**src/rtl/gpio_edge_pkg.sv**
```systemverilog
package gpio_edge_pkg;

   // Word index inside one register set; the order fixes the address layout.
   typedef enum logic [3:0] {
      W_DIR  = 4'd0,
      W_OUT  = 4'd1,
      W_SET  = 4'd2,
      W_CLR  = 4'd3,
      W_IN   = 4'd4,
      W_SETR = 4'd5,
      W_CLRR = 4'd6,
      W_SETF = 4'd7,
      W_CLRF = 4'd8,
      W_STAT = 4'd9
   } word_e;

   localparam int WORDS_PER_SET = 10;
   localparam int SET_SPAN      = WORDS_PER_SET * 4;

endpackage

```
**src/rtl/gpio_addr_dec.sv**
```systemverilog
module gpio_addr_dec
   import gpio_edge_pkg::*;
#(
   parameter int ADDR_W     = 8,
   parameter int NUM_SETS   = 2,
   parameter int SET_BASE   = 16,
   parameter int SET_STRIDE = 40,
   parameter int BEN_OFS    = 8
) (
   input  logic [ADDR_W-1:0]   addr,
   output logic [NUM_SETS-1:0] set_hit,
   output word_e               word,
   output logic                ben_hit
);

   always_comb begin
      int a;
      int lo;
      a       = int'(addr);
      set_hit = '0;
      word    = W_DIR;
      for (int s = 0; s < NUM_SETS; s++) begin
         lo = SET_BASE + s * SET_STRIDE;
         if (a >= lo && a < lo + SET_SPAN && a[1:0] == 2'b00) begin
            set_hit[s] = 1'b1;
            word       = word_e'(4'((a - lo) / 4));
         end
      end
      ben_hit = (a == BEN_OFS);
   end

endmodule

```
**src/rtl/gpio_sync.sv**
```systemverilog
module gpio_sync #(
   parameter int W      = 64,
   parameter int STAGES = 2
) (
   input  logic         clk,
   input  logic         rst_n,
   input  logic [W-1:0] din,
   output logic [W-1:0] dout
);

   logic [W-1:0] stg [STAGES];

   generate
      if (STAGES < 2) begin : g_bad_stages
         $error("gpio_sync needs at least two stages");
      end
      for (genvar i = 0; i < STAGES; i++) begin : g_stage
         if (i == 0) begin : g_first
            always_ff @(posedge clk) begin
               if (!rst_n) stg[0] <= '0;
               else        stg[0] <= din;
            end
         end else begin : g_next
            always_ff @(posedge clk) begin
               if (!rst_n) stg[i] <= '0;
               else        stg[i] <= stg[i-1];
            end
         end
      end
   endgenerate

   assign dout = stg[STAGES-1];

endmodule

```
**src/rtl/gpio_regset.sv**
```systemverilog
module gpio_regset
   import gpio_edge_pkg::*;
#(
   parameter int W = 32
) (
   input  logic         clk,
   input  logic         rst_n,
   input  logic         wr_en,
   input  word_e        word,
   input  logic [W-1:0] wdata,
   input  logic [W-1:0] pin_s,
   output logic [W-1:0] dir_q,
   output logic [W-1:0] out_q,
   output logic [W-1:0] stat_q,
   output logic [W-1:0] rd_val
);

   logic [W-1:0] rise_q;
   logic [W-1:0] fall_q;
   logic [W-1:0] prev_q;
   logic [W-1:0] edges;
   logic [W-1:0] w1c;

   assign edges = (pin_s & ~prev_q & rise_q) | (~pin_s & prev_q & fall_q);
   assign w1c   = (wr_en && word == W_STAT) ? wdata : '0;

   always_ff @(posedge clk) begin
      if (!rst_n) begin
         dir_q  <= '1;
         out_q  <= '0;
         rise_q <= '0;
         fall_q <= '0;
         prev_q <= '0;
         stat_q <= '0;
      end else begin
         prev_q <= pin_s;
         stat_q <= (stat_q & ~w1c) | edges;
         if (wr_en) begin
            case (word)
               W_DIR:   dir_q  <= wdata;
               W_SET:   out_q  <= out_q | wdata;
               W_CLR:   out_q  <= out_q & ~wdata;
               W_SETR:  rise_q <= rise_q | wdata;
               W_CLRR:  rise_q <= rise_q & ~wdata;
               W_SETF:  fall_q <= fall_q | wdata;
               W_CLRF:  fall_q <= fall_q & ~wdata;
               default: ;
            endcase
         end
      end
   end

   always_comb begin
      case (word)
         W_DIR:                rd_val = dir_q;
         W_OUT, W_SET, W_CLR:  rd_val = out_q;
         W_IN:                 rd_val = pin_s;
         W_SETR, W_CLRR:       rd_val = rise_q;
         W_SETF, W_CLRF:       rd_val = fall_q;
         W_STAT:               rd_val = stat_q;
         default:              rd_val = '0;
      endcase
   end

endmodule

```
**src/rtl/gpio_bank_irq.sv**
```systemverilog
module gpio_bank_irq #(
   parameter int BANK_W = 16,
   parameter int NBANKS = 4
) (
   input  logic [NBANKS*BANK_W-1:0] stat,
   input  logic [NBANKS-1:0]        en,
   output logic [NBANKS-1:0]        irq
);

   generate
      for (genvar b = 0; b < NBANKS; b++) begin : g_bank
         assign irq[b] = en[b] & (|stat[b*BANK_W +: BANK_W]);
      end
   endgenerate

endmodule

```
**src/rtl/gpio_edge_ctrl.sv**
```systemverilog
module gpio_edge_ctrl
   import gpio_edge_pkg::*;
#(
   parameter int ADDR_W      = 8,
   parameter int REG_W       = 32,
   parameter int NUM_SETS    = 2,
   parameter int BANK_W      = 16,
   parameter int SYNC_STAGES = 2,
   parameter int SET_BASE    = 16,
   parameter int SET_STRIDE  = 40,
   parameter int BEN_OFS     = 8,
   localparam int NPINS      = NUM_SETS * REG_W,
   localparam int NBANKS     = NPINS / BANK_W
) (
   input  logic              clk,
   input  logic              rst_n,
   input  logic [ADDR_W-1:0] bus_addr,
   input  logic              bus_wen,
   input  logic              bus_ren,
   input  logic [REG_W-1:0]  bus_wdata,
   output logic [REG_W-1:0]  bus_rdata,
   input  logic [NPINS-1:0]  pin_in,
   output logic [NPINS-1:0]  pin_out,
   output logic [NPINS-1:0]  pin_oe,
   output logic [NBANKS-1:0] irq
);

   generate
      if (REG_W % BANK_W != 0) begin : g_bad_bank
         $error("REG_W must be a multiple of BANK_W");
      end
      if (SET_STRIDE < SET_SPAN || SET_STRIDE % 4 != 0) begin : g_bad_stride
         $error("SET_STRIDE must be word aligned and cover one set");
      end
      if (NBANKS > REG_W) begin : g_bad_nbanks
         $error("bank enable register cannot hold all banks");
      end
      if (SET_BASE + NUM_SETS * SET_STRIDE > (1 << ADDR_W)) begin : g_bad_addr
         $error("ADDR_W too small for the register map");
      end
   endgenerate

   logic [NUM_SETS-1:0] set_hit;
   word_e               word;
   logic                ben_hit;
   logic [NPINS-1:0]    pin_s;
   logic [NPINS-1:0]    dir_all;
   logic [NPINS-1:0]    stat_all;
   logic [REG_W-1:0]    rd_set [NUM_SETS];
   logic [NBANKS-1:0]   ben_q;
   logic [REG_W-1:0]    rd_next;

   gpio_addr_dec #(
      .ADDR_W     (ADDR_W),
      .NUM_SETS   (NUM_SETS),
      .SET_BASE   (SET_BASE),
      .SET_STRIDE (SET_STRIDE),
      .BEN_OFS    (BEN_OFS)
   ) u_dec (
      .addr    (bus_addr),
      .set_hit (set_hit),
      .word    (word),
      .ben_hit (ben_hit)
   );

   gpio_sync #(
      .W      (NPINS),
      .STAGES (SYNC_STAGES)
   ) u_sync (
      .clk   (clk),
      .rst_n (rst_n),
      .din   (pin_in),
      .dout  (pin_s)
   );

   generate
      for (genvar s = 0; s < NUM_SETS; s++) begin : g_set
         gpio_regset #(.W(REG_W)) u_set (
            .clk    (clk),
            .rst_n  (rst_n),
            .wr_en  (bus_wen & set_hit[s]),
            .word   (word),
            .wdata  (bus_wdata),
            .pin_s  (pin_s[s*REG_W +: REG_W]),
            .dir_q  (dir_all[s*REG_W +: REG_W]),
            .out_q  (pin_out[s*REG_W +: REG_W]),
            .stat_q (stat_all[s*REG_W +: REG_W]),
            .rd_val (rd_set[s])
         );
      end
   endgenerate

   always_ff @(posedge clk) begin
      if (!rst_n)                 ben_q <= '0;
      else if (bus_wen && ben_hit) ben_q <= bus_wdata[NBANKS-1:0];
   end

   gpio_bank_irq #(
      .BANK_W (BANK_W),
      .NBANKS (NBANKS)
   ) u_irq (
      .stat (stat_all),
      .en   (ben_q),
      .irq  (irq)
   );

   always_comb begin
      rd_next = '0;
      if (ben_hit) rd_next[NBANKS-1:0] = ben_q;
      for (int s = 0; s < NUM_SETS; s++) begin
         if (set_hit[s]) rd_next = rd_set[s];
      end
   end

   always_ff @(posedge clk) begin
      if (!rst_n)       bus_rdata <= '0;
      else if (bus_ren) bus_rdata <= rd_next;
   end

   assign pin_oe = ~dir_all;

endmodule

```
**config.mk**
```make
export PLATFORM = sky130hd
export DESIGN_NAME = gpio_edge_ctrl
export DESIGN_NICKNAME = d
export VERILOG_FILES = /design/src/rtl/gpio_edge_pkg.sv /design/src/rtl/gpio_addr_dec.sv /design/src/rtl/gpio_sync.sv /design/src/rtl/gpio_regset.sv /design/src/rtl/gpio_bank_irq.sv /design/src/rtl/gpio_edge_ctrl.sv
export SDC_FILE = /design/constraint.sdc
export NUM_CORES = 1
export LEC_CHECK = 0
export BUFFER_PORTS_ARGS = -buffer_cell sky130_fd_sc_hd__buf_2
export CORE_ASPECT_RATIO = 0.75
export CORE_MARGIN = 2
export CORE_UTILIZATION = 50
export CTS_BUF_LIST = sky130_fd_sc_hd__clkbuf_8
export DETAILED_ROUTE_END_ITERATION = 8
export GPL_ROUTABILITY_DRIVEN = 0
export PLACE_DENSITY = 0.7
export SLEW_MARGIN = 20
export SYNTH_ARGS = -nofsm -noshare
export SYNTH_HDL_FRONTEND = slang
export SYNTH_SLANG_ARGS = --single-unit
```
**constraint.sdc**
```tcl
create_clock -name clk -period 6.1 [get_ports clk]
set_input_delay 1.22 -clock clk [delete_from_list [all_inputs] [get_ports clk]]
set_output_delay 1.22 -clock clk [all_outputs]
set_load 0.01 [all_outputs]
```
# Word level (Yosys, flattened, before mapping)
# Memories as Yosys holds them, arrays and structs flattened.
# Cells that the tools add are included.
# word_totals
romBits,0
in_bits,108
word_cells,127
ramBits,128
register_bits,420
latch_bits,0
mem_count,1
# memory_table
name,words,word_bits,rd,rd_ports_with_merged_regs,wr,line,rtl
u_sync.stg,2,64,2,0,2,gpio_sync.sv:11,logic [W-1:0] stg [STAGES];
# classes
reduce_logical,29
shifts,0
n_addsub,4
eq_ne,10
bitwise,44
magnitude_cmp,4
div_mod_pow,0
mux,21
multipliers,0
# op_table
cell,count
32-bit bitwise AND,16
32-bit case mux with 2 select lines,6
32-bit case mux with 6 select lines,2
32-bit OR,10
32-bit NOT,7
32-bit 2-to-1 mux,4
64-bit 2-to-1 mux,2
64-bit NOT,1
16-bit OR reduction,4
4-bit by 3-bit == test with 1-bit output (second input constant),4
2-bit AND reduction,8
4-bit 2-to-1 mux,3
8-bit by 5-bit subtractor with 9-bit output (second input constant),1
8-bit by 6-bit subtractor with 9-bit output (second input constant),1
4-bit by 1-bit adder with 4-bit output,2
1-bit bitwise AND,8
4-bit by 2-bit == test with 1-bit output (second input constant),2
4-bit == test (second input constant),2
8-bit by 5-bit == test with 1-bit output (second input constant),1
8-bit by 5-bit greater-or-equal comparator with 1-bit output (second input constant),1
8-bit by 6-bit greater-or-equal comparator with 1-bit output (second input constant),1
8-bit by 6-bit less-than comparator with 1-bit output (second input constant),1
8-bit by 7-bit less-than comparator with 1-bit output (second input constant),1
2-bit OR reduction,4
other kinds (8),20

# Logic depth before layout (Yosys ltp)
# Gate-level depths: netlist of run 1.
# logic_depth
depth_word,12
mapped_depth,15

# By module
# Synthesis of run 1 repeated with hierarchy kept, for this count alone.
# unflattened
hier_cells,2436
area_unflattened_um2,22084.9
# modules_own_cells
mod,instances,area_per_inst_um2,cells_per_inst
gpio_regset,2,8102.8,934
gpio_sync,1,3550.9,270
gpio_edge_ctrl,1,1851.8,239
gpio_addr_dec,1,326.6,35
gpio_bank_irq,1,150.1,24

# Worst setup path before layout of run 1
# Ideal clock, no wire load.
# synth_path
kind,input port to flip-flop
from,input bus_addr[4]
to,register bus_rdata[26]
t_required_ns,5.970
cell_stages,14
arrival_ns,3.941
path_slack_ns,2.028
cell_sequence,inv_1 > ha_1 > nor4b_1 > ha_1 > ha_1 > xor2_1 > a2111oi_2 > a32oi_1 > o22ai_2 > buf_4 > buf_6 > a22o_1 > a2111oi_0 > o31ai_1
# synth_via
elab_chain_cells,10
elab_cells_between_ends,35
cone_classes,4 x add/sub; 4 x order compare; 9 x eq/ne; 8 x mux; 2 x bitwise; 8 x reduce/logical
# synth_lines
element,line,rtl
start: declaration,gpio_edge_ctrl.sv:17,"input logic [ADDR_W-1:0] bus_addr,"
"8-bit by 5-bit subtractor with 9-bit output, or another cell as far along",gpio_addr_dec.sv:26,word = word_e'(4'((a - lo) / 4));
1-bit bitwise AND (no source line) / 1-bit logical AND (equally long branches),-,
4-bit by 1-bit adder with 4-bit output (no source line) / 1-bit logical AND (equally long branches),-,
4-bit 2-to-1 mux (2 in a row),gpio_addr_dec.sv:24,if (a >= lo && a < lo + SET_SPAN && a[1:0] == 2'b00) begin
"4-bit by 1-bit == test with 1-bit output, or another cell as far along",gpio_regset.sv:54,case (word)
3-bit OR reduction / 2-bit OR reduction (equally long branches),gpio_regset.sv:54,
32-bit case mux with 6 select lines,gpio_regset.sv:54,
32-bit 2-to-1 mux,gpio_edge_ctrl.sv:111,if (set_hit[s]) rd_next = rd_set[s];
32-bit 2-to-1 mux (*),gpio_edge_ctrl.sv:111,
end signal: assignment,gpio_edge_ctrl.sv:117,else if (bus_ren) bus_rdata <= rd_next;
end: declaration,gpio_edge_ctrl.sv:21,"output logic [REG_W-1:0] bus_rdata,"
# Mark *: on every way between the ends. The rest lies on a longest branch, timed or not.
# A chain may end at the register's enable or synchronous reset.

# Worst setup path in the final report of run 1
# layout_path
from,input bus_addr[4]
to,register bus_rdata[25]
# The elaborated chain is that of the path after synthesis.

==> results.sh, run 1 <==
export IMPL_rsz0062_at_grt="no"
export IMPL_layout_common_cells="dfxtp_1, nand2_1, buf_2, a21oi_1, and2_1"
export IMPL_finalSetupViolCount=0
export IMPL_dr_pass1_iters=9
export IMPL_max_cap_violations=0
export IMPL_initial_utilization_pct=50.5
export IMPL_synthTopCellsByArea="dfxtp_1, a21oi_1, nand2_1"
export IMPL_viasPerCell=6.18
export IMPL_tns_ps=0
export IMPL_top_layer="met4"
export IMPL_drv_slew=0
export IMPL_drcViolationCount=0
export IMPL_die_area_sq_um=46800
export IMPL_irDropWorstVdd_mv=0.189
export IMPL_grt_pass1_vias=19564
export IMPL_area_delta_synth_final_pct=15.0
export IMPL_syn_mean_instance_area_sq_um=9.00
export IMPL_setup_worst_path_end="bus_rdata[25]"
export IMPL_synth_top_area_share_pct=48.7
export IMPL_post_synth_top_area_cell="dfxtp_1"
export IMPL_p_per_area_nw_per_um2=276
export IMPL_p_leak_nw=10.1
export IMPL_track_usage_pct=31.1
export IMPL_clk_pin_slew_ps=60
export IMPL_antenna_left=0
export IMPL_synthArstFlopShare_pct=0
export IMPL_fin_worst_skew_ps=31.8
export IMPL_period_share_pct=77.8
export IMPL_cts_root_buffer="clkbuf_8"
export IMPL_status="completed"
export IMPL_worstSetupPathType="input pin to flop"
export IMPL_cts_sinks=548
export IMPL_fin_ws_ps=1350
export IMPL_fillers=3995
export IMPL_cts_tree="built"
export IMPL_placed_area_sq_um=24200
export IMPL_cts_resized=0
export IMPL_synth_main_ff_cell="dfxtp_1"
export IMPL_drt_met1_wl_um=32500
export IMPL_io_pins=272
export IMPL_globalRouteOverflowTotal=0
export IMPL_tightest_slew_ps=1190
export IMPL_wl_met3_um=8510
export IMPL_io_buffers=271
export IMPL_worstSetupStartpointType="input pin"
export IMPL_reg2reg_depth=4
export IMPL_htreeDepth=3
export IMPL_multiInputGateArea_sq_um=10500
export IMPL_route_met2_wl_um=31800
export IMPL_dpl_hpwl_um=47400
export IMPL_first_iter_violations=2520
export IMPL_netlist_cell_type_count=67
export IMPL_wl_per_cell_um=22.5
export IMPL_end_kind="flop"
export IMPL_mostFrequentLayoutCell="dfxtp_1"
export IMPL_fp_dieH_um=188
export IMPL_synth_edff_count=0
export IMPL_r2r_slack_ps=4550
export IMPL_routed_wl_um=75100
export IMPL_clock_latency_ps=680
export IMPL_grt_max_degree=110
export IMPL_register_area_sq_um=11000
export IMPL_slowest_stage="or2_1"
export IMPL_hold_class="flop to flop"
export IMPL_utilization_pct=58.1
export IMPL_crit_arrival_ps=5260
export IMPL_relSlewSlack_pct=20.9
export IMPL_max_freq_mhz=211
export IMPL_antennaDiodeCount=0
export IMPL_ys_seq_elements=548
export IMPL_grt_pass1_wl_um=115000
export IMPL_fin_area_sq_um=25900
export IMPL_timing_rr_end="bus_rdata[25]"
export IMPL_crit_fanout=17
export IMPL_layout_drive_gt1_share_pct=18.6
export IMPL_final_cell_count_no_fill=3331
export IMPL_cts_buffers_inserted=85
export IMPL_yosys_warnings=0
export IMPL_synthCells=2504
export IMPL_min_period_ps=4750
export IMPL_synth_seq_area_share_pct=48.7
export IMPL_post_place_ws_ps=839
export IMPL_syn_nets=2622
export IMPL_fp_row_count=67
export IMPL_antenna_found_initial=1
export IMPL_vias=20599
export IMPL_clock_tree_buffer_depth=3
export IMPL_netlist_area_sq_um=22500
export IMPL_finalHoldViolCount=0
export IMPL_die_w_um=249
export IMPL_cp_startpoint="bus_addr[4]"
export IMPL_holdBufCountCts=0
export IMPL_critical_path_max_stage_delay_ps=910
export IMPL_cp_cell_sequence="buf_2 > ha_1 > a2111oi_0 > ha_1 > ha_1 > xor2_1 > a21oi_1 > buf_4 > or2_1 > buf_4 > o2bb2ai_1 > a2111oi_0 > o31ai_1"
export IMPL_cts_setup_buffers=0
export IMPL_worst_path_most_repeated_cell="ha_1"
export IMPL_dp_cells=3184
export IMPL_fin_nets=2804
export IMPL_critPathRequiredTime_ps=6610
export IMPL_fp_coreArea_sq_um=44600
==> through the flow <==
step,hold slack (ps),power [mW]
6_report,421,7.16
5_1_grt,442,7.37
4_1_cts,420,7.18
3_5_place_dp,417,4.19
3_3_place_gp,415,4.17
2_1_floorplan,412,4.00
==> cell families after synthesis <==
logic type               share of synthesized area, %
AO/OA/AOI/OAI                                    22.3
XOR/XNOR                                        0.272
adder cells (fa/ha/maj)                         0.555
buffers and inverters                            5.40
flip-flops                                       48.7
multiplexers                                     4.50
AND/OR/NAND/NOR                                  18.3
==> layout make-up <==
cell class,instances,share of cell area (%)
repair buffers,316,6.88
clock inverters,38,0.686
clock buffers,108,5.74
well taps,586,2.83
flip-flops and latches,548,42.4
inverters,72,1.07
multi-input cells,1663,40.4
==> report_power, final <==
part	total, mW	internal (mW)	switching [mW]	leakage (nW)
logic	0.430	0.145	0.285	4.71
clock network	3.04	1.59	1.45	0.956
registers	3.69	3.65	0.0448	4.45
==> cell usage after synthesis (13+ instances only) <==
cell type / number
mux2i_1: 54
dfxtp_1: 548
a221oi_1: 16
and2_1: 197
buf_2: 46
nor2_1: 105
a21oi_1: 261
inv_1: 71
nand2_1: 330
clkbuf_1: 155
nand3b_1: 66
a311oi_1: 128
a22oi_1: 57
o2111ai_1: 13
a222oi_1: 18
a221o_1: 13
nand3_1: 84
o211ai_1: 64
nor4_1: 16
o21ai_0: 67
a32o_1: 21
mux2_2: 42
==> routing by layer <==
| metal | GRT usage (%) | up-vias |
|---|---|---|
| met5 | 0 | - |
| met4 | 10.8 | 0 |
| met3 | 8.00 | 181 |
| met2 | 45.7 | 1192 |
| met1 | 44.1 | 9830 |
| li1 | - | 9396 |
==> how the worst min path moves through the flow <==
stage / from / slack (ps) / cells after the start / endpoint
3_3_place_gp: u_sync.stg[0][10] / 420 / 1 / u_sync.stg[1][10]
5_1_grt: u_sync.stg[0][8] / 440 / 1 / u_sync.stg[1][8]
6_report: u_sync.stg[0][17] / 420 / 1 / u_sync.stg[1][17]
2_1_floorplan: u_sync.stg[0][0] / 410 / 1 / u_sync.stg[1][0]
4_1_cts: u_sync.stg[0][17] / 420 / 1 / u_sync.stg[1][17]
3_5_place_dp: u_sync.stg[0][1] / 420 / 1 / u_sync.stg[1][1]
==> critical path: cells and delay by family <==
kind | cells | cell delay (ps)
compound gates | 5 | 1600
xor+xnor | 1 | 140
fa+ha+maj | 3 | 700
buf+inv | 3 | 670
simple gates | 1 | 910
No activity file was read; power rests on OpenSTA's default activity.
==> run 2, diff against run 1 <==
--- a/config.mk
+++ b/config.mk
@@ -5,6 +5,7 @@
 export SDC_FILE = /design/constraint.sdc
 export NUM_CORES = 1
 export LEC_CHECK = 0
+export ABC_AREA = 1
 export BUFFER_PORTS_ARGS = -buffer_cell sky130_fd_sc_hd__buf_2
 export CORE_ASPECT_RATIO = 0.75
 export CORE_MARGIN = 2
@@ -12,7 +13,7 @@
 export CTS_BUF_LIST = sky130_fd_sc_hd__clkbuf_8
 export DETAILED_ROUTE_END_ITERATION = 8
 export GPL_ROUTABILITY_DRIVEN = 0
-export PLACE_DENSITY = 0.7
+export PLACE_DENSITY = 0.73
 export SLEW_MARGIN = 20
 export SYNTH_ARGS = -nofsm -noshare
 export SYNTH_HDL_FRONTEND = slang
==> constraint.sdc (replaced) <==
create_clock -name clk -period 4.2 [get_ports clk]
set_input_delay 0.84 -clock clk [delete_from_list [all_inputs] [get_ports clk]]
set_output_delay 0.84 -clock clk [all_outputs]
set_load 0.01 [all_outputs]
==> run 2 against run 1 <==
- area after synthesis up 6.3%
- sequential power up 45%
- hold slack worse by 71 ps
- register-to-register slack worse by 1900 ps
- sequential share of layout area down 2.7 points
- clock skew down 5.9 ps
- power up 51%
- sequential cell count unchanged
- synthesized cell count up 40%
- first-iteration DRC count up 16%
- critical path depth up 4
- critical path type unchanged
- highest routed layer unchanged
==> results.sh, run 2 <==
export IMPL_status="completed"
export IMPL_first_iter_violations=2920
export IMPL_fin_ws_ps=520
export IMPL_grt_max_degree=172
export IMPL_post_synth_top_count_cell="nand2_1"
export IMPL_io_pins=272
export IMPL_tightest_slew_ps=1110
export IMPL_antenna_found_initial=0
export IMPL_antennaDiodeCount=0
export IMPL_cp_startpoint="bus_addr[4]"
export IMPL_pwr_share_seq_pct=49.5
export IMPL_fp_coreArea_sq_um=47300
export IMPL_worstSetupStartpointType="input pin"
export IMPL_clock_tree_buffer_depth=3
export IMPL_irDropWorstVdd_mv=0.211
export IMPL_dr_pass1_iters=6
export IMPL_area_delta_synth_final_pct=15.5
export IMPL_viasPerCell=5.36
export IMPL_cts_resized=0
export IMPL_drcViolationCount=0
export IMPL_dpl_hpwl_um=53000
export IMPL_holdBufCountCts=0
export IMPL_pwr_share_comb_pct=7.9
export IMPL_grt_pass1_vias=21262
export IMPL_finalHoldViolCount=0
export IMPL_mostFrequentLayoutCell="nand2_1"
export IMPL_end_kind="flop"
export IMPL_relSlewSlack_pct=26.0
export IMPL_vias=23696
export IMPL_rsz0062_at_grt="no"
export IMPL_crit_arrival_ps=4280
export IMPL_globalRouteOverflowTotal=0
export IMPL_worstSetupPathType="input pin to flop"
export IMPL_synth_top_area_share_pct=45.8
export IMPL_grt_pass1_wl_um=123000
export IMPL_fp_row_count=69
export IMPL_fp_dieH_um=194
export IMPL_crit_fanout=12
export IMPL_die_w_um=257
export IMPL_cts_setup_buffers=0
export IMPL_period_share_pct=87.6
export IMPL_synth_main_ff_cell="dfxtp_1"
export IMPL_synth_seq_area_share_pct=45.8
export IMPL_tns_ps=0
export IMPL_initial_utilization_pct=50.6
export IMPL_synth_edff_count=0
export IMPL_netlist_area_sq_um=24000
export IMPL_io_buffers=271
export IMPL_ys_seq_elements=548
export IMPL_switching_share_pct=26.0
export IMPL_wl_per_cell_um=18.1
export IMPL_layout_drive_gt1_share_pct=14.3
export IMPL_max_freq_mhz=272
export IMPL_clock_latency_ps=670
export IMPL_max_cap_violations=0
export IMPL_finalSetupViolCount=0
export IMPL_critPathRequiredTime_ps=4800
export IMPL_synth_top_cells_by_count="nand2_1, dfxtp_1, inv_1"
export IMPL_syn_nets=3617
export IMPL_wl_met3_um=10500
export IMPL_syn_mean_instance_area_sq_um=6.85
export IMPL_yosys_warnings=0
export IMPL_cts_buffers_inserted=87
export IMPL_p_leak_nw=14.1
export IMPL_drt_met1_wl_um=36300
export IMPL_synthCells=3499
export IMPL_netlist_cell_type_count=31
export IMPL_layout_common_cells="nand2_1, dfxtp_1, inv_1, nor2_1, nand3_1"
export IMPL_setup_worst_path_end="bus_rdata[1]"
export IMPL_antenna_left=0
export IMPL_r2r_slack_ps=2620
export IMPL_post_synth_top_area_cell="dfxtp_1"
export IMPL_cts_sinks=548
export IMPL_timing_rr_end="bus_rdata[1]"
export IMPL_hold_class="input pin to flop"
export IMPL_p_sw_mw=2.82
export IMPL_fin_nets=3836
export IMPL_die_area_sq_um=49700
export IMPL_cts_tree="built"
export IMPL_cts_root_buffer="clkbuf_8"
export IMPL_route_met2_wl_um=31700
export IMPL_clk_pin_slew_ps=60
export IMPL_track_usage_pct=31.4
export IMPL_post_place_ws_ps=82.5
export IMPL_utilization_pct=58.5
export IMPL_rr_startpoint="g_set[0].u_set.dir_q[1]"
export IMPL_power_total_mw=10.8
export IMPL_reg2reg_depth=8
export IMPL_drv_slew=0
export IMPL_routed_wl_um=80200
export IMPL_power_frac_clock_pct=42.5
export IMPL_internal_power_mw=8.00
export IMPL_top_layer="met4"
export IMPL_synthArstFlopShare_pct=0
export IMPL_fin_worst_skew_ps=26.0
export IMPL_p_per_area_nw_per_um2=391
export IMPL_synthTopCellsByArea="dfxtp_1, nand2_1, inv_1"
export IMPL_min_period_ps=3680
export IMPL_htreeDepth=3
## run 2: cell types whose count changed after synthesis, moves of 57 or more
| cell | delta |
|---|---|
| a311oi_1 | -128 |
| and2_1 | -197 |
| nor2_1 | +197 |
| nand2_1 | +567 |
| nand3_1 | +202 |
| nor2_2 | +64 |
| nand3b_1 | -66 |
| o211ai_1 | -64 |
| inv_1 | +395 |
| o21ai_0 | +195 |
| a22oi_1 | -57 |
| a31oi_1 | +124 |
## run 2: final cells by class
class	count	area, sq um
Fill cell	4505	19600
Sequential cell	548	11000
Multi-Input combinational cell	2248	10300
Timing Repair Buffer	323	1940
Inverter	510	1920
Clock buffer	113	1560
Tap cell	639	800
Clock inverter	42	209
## run 2: logic make-up after synthesis
group | count (synthesis) | synth area share (%)
flip-flops | 548 | 45.8
AO/OA/AOI/OAI | 656 | 14.5
XOR/XNOR | 3 | 0.110
adder cells (fa/ha/maj) | 10 | 0.522
buffers and inverters | 703 | 11.7
AND/OR/NAND/NOR | 1579 | 27.4
## run 2: how the worst min path moves through the flow
| stage | cells after the start | to | start |
|---|---|---|---|
| final | 3 | u_sync.stg[0][15] | pin_in[15] |
| after detailed placement | 2 | u_sync.stg[1][0] | u_sync.stg[0][0] |
| after global placement | 2 | u_sync.stg[1][0] | u_sync.stg[0][0] |
| after floorplan | 2 | u_sync.stg[1][0] | u_sync.stg[0][0] |
| after CTS | 3 | u_sync.stg[0][15] | pin_in[15] |
| after global routing | 3 | u_sync.stg[0][12] | pin_in[12] |
## run 2: worst max-delay path, cell delays in order
cell	delay, ps
buf_2	160
ha_1	200
a211oi_1	310
ha_1	260
ha_1	230
nand2_1	80
nand2_2	150
nor2_4	230
nand2_1	260
buf_4	340
o21ai_0	700
nor2_1	110
nand2_1	110
nand2_1	60
nand2_1	70
nand2_1	50
a21oi_1	120
## run 2: stage by stage
step / std cells / hold slack [ps] / instance area, sq um
after global routing: 4423 / 332 / 27700
final: 4423 / 350 / 27700
after CTS: 4423 / 312 / 27700
after global placement: 4268 / 393 / 25900
after detailed placement: 4268 / 397 / 25900
after floorplan: 3499 / 390 / 24000
## run 2: power groups by stage
stage	logic (mW)	clock network [mW]	registers, mW
3_5_place_dp	0.827	0	5.47
5_1_grt	0.926	4.89	5.36
3_3_place_gp	0.823	0	5.47
4_1_cts	0.832	4.64	5.36
2_1_floorplan	0.484	0	5.45
6_report	0.856	4.60	5.36
## run 2: routing by layer
metal  GRT usage [%]  vias to the layer above
met3            7.21                      138
li1                -                    11503
met2            43.0                     1416
met1            48.5                    10639
met4            8.53                        0
met5               0                        -
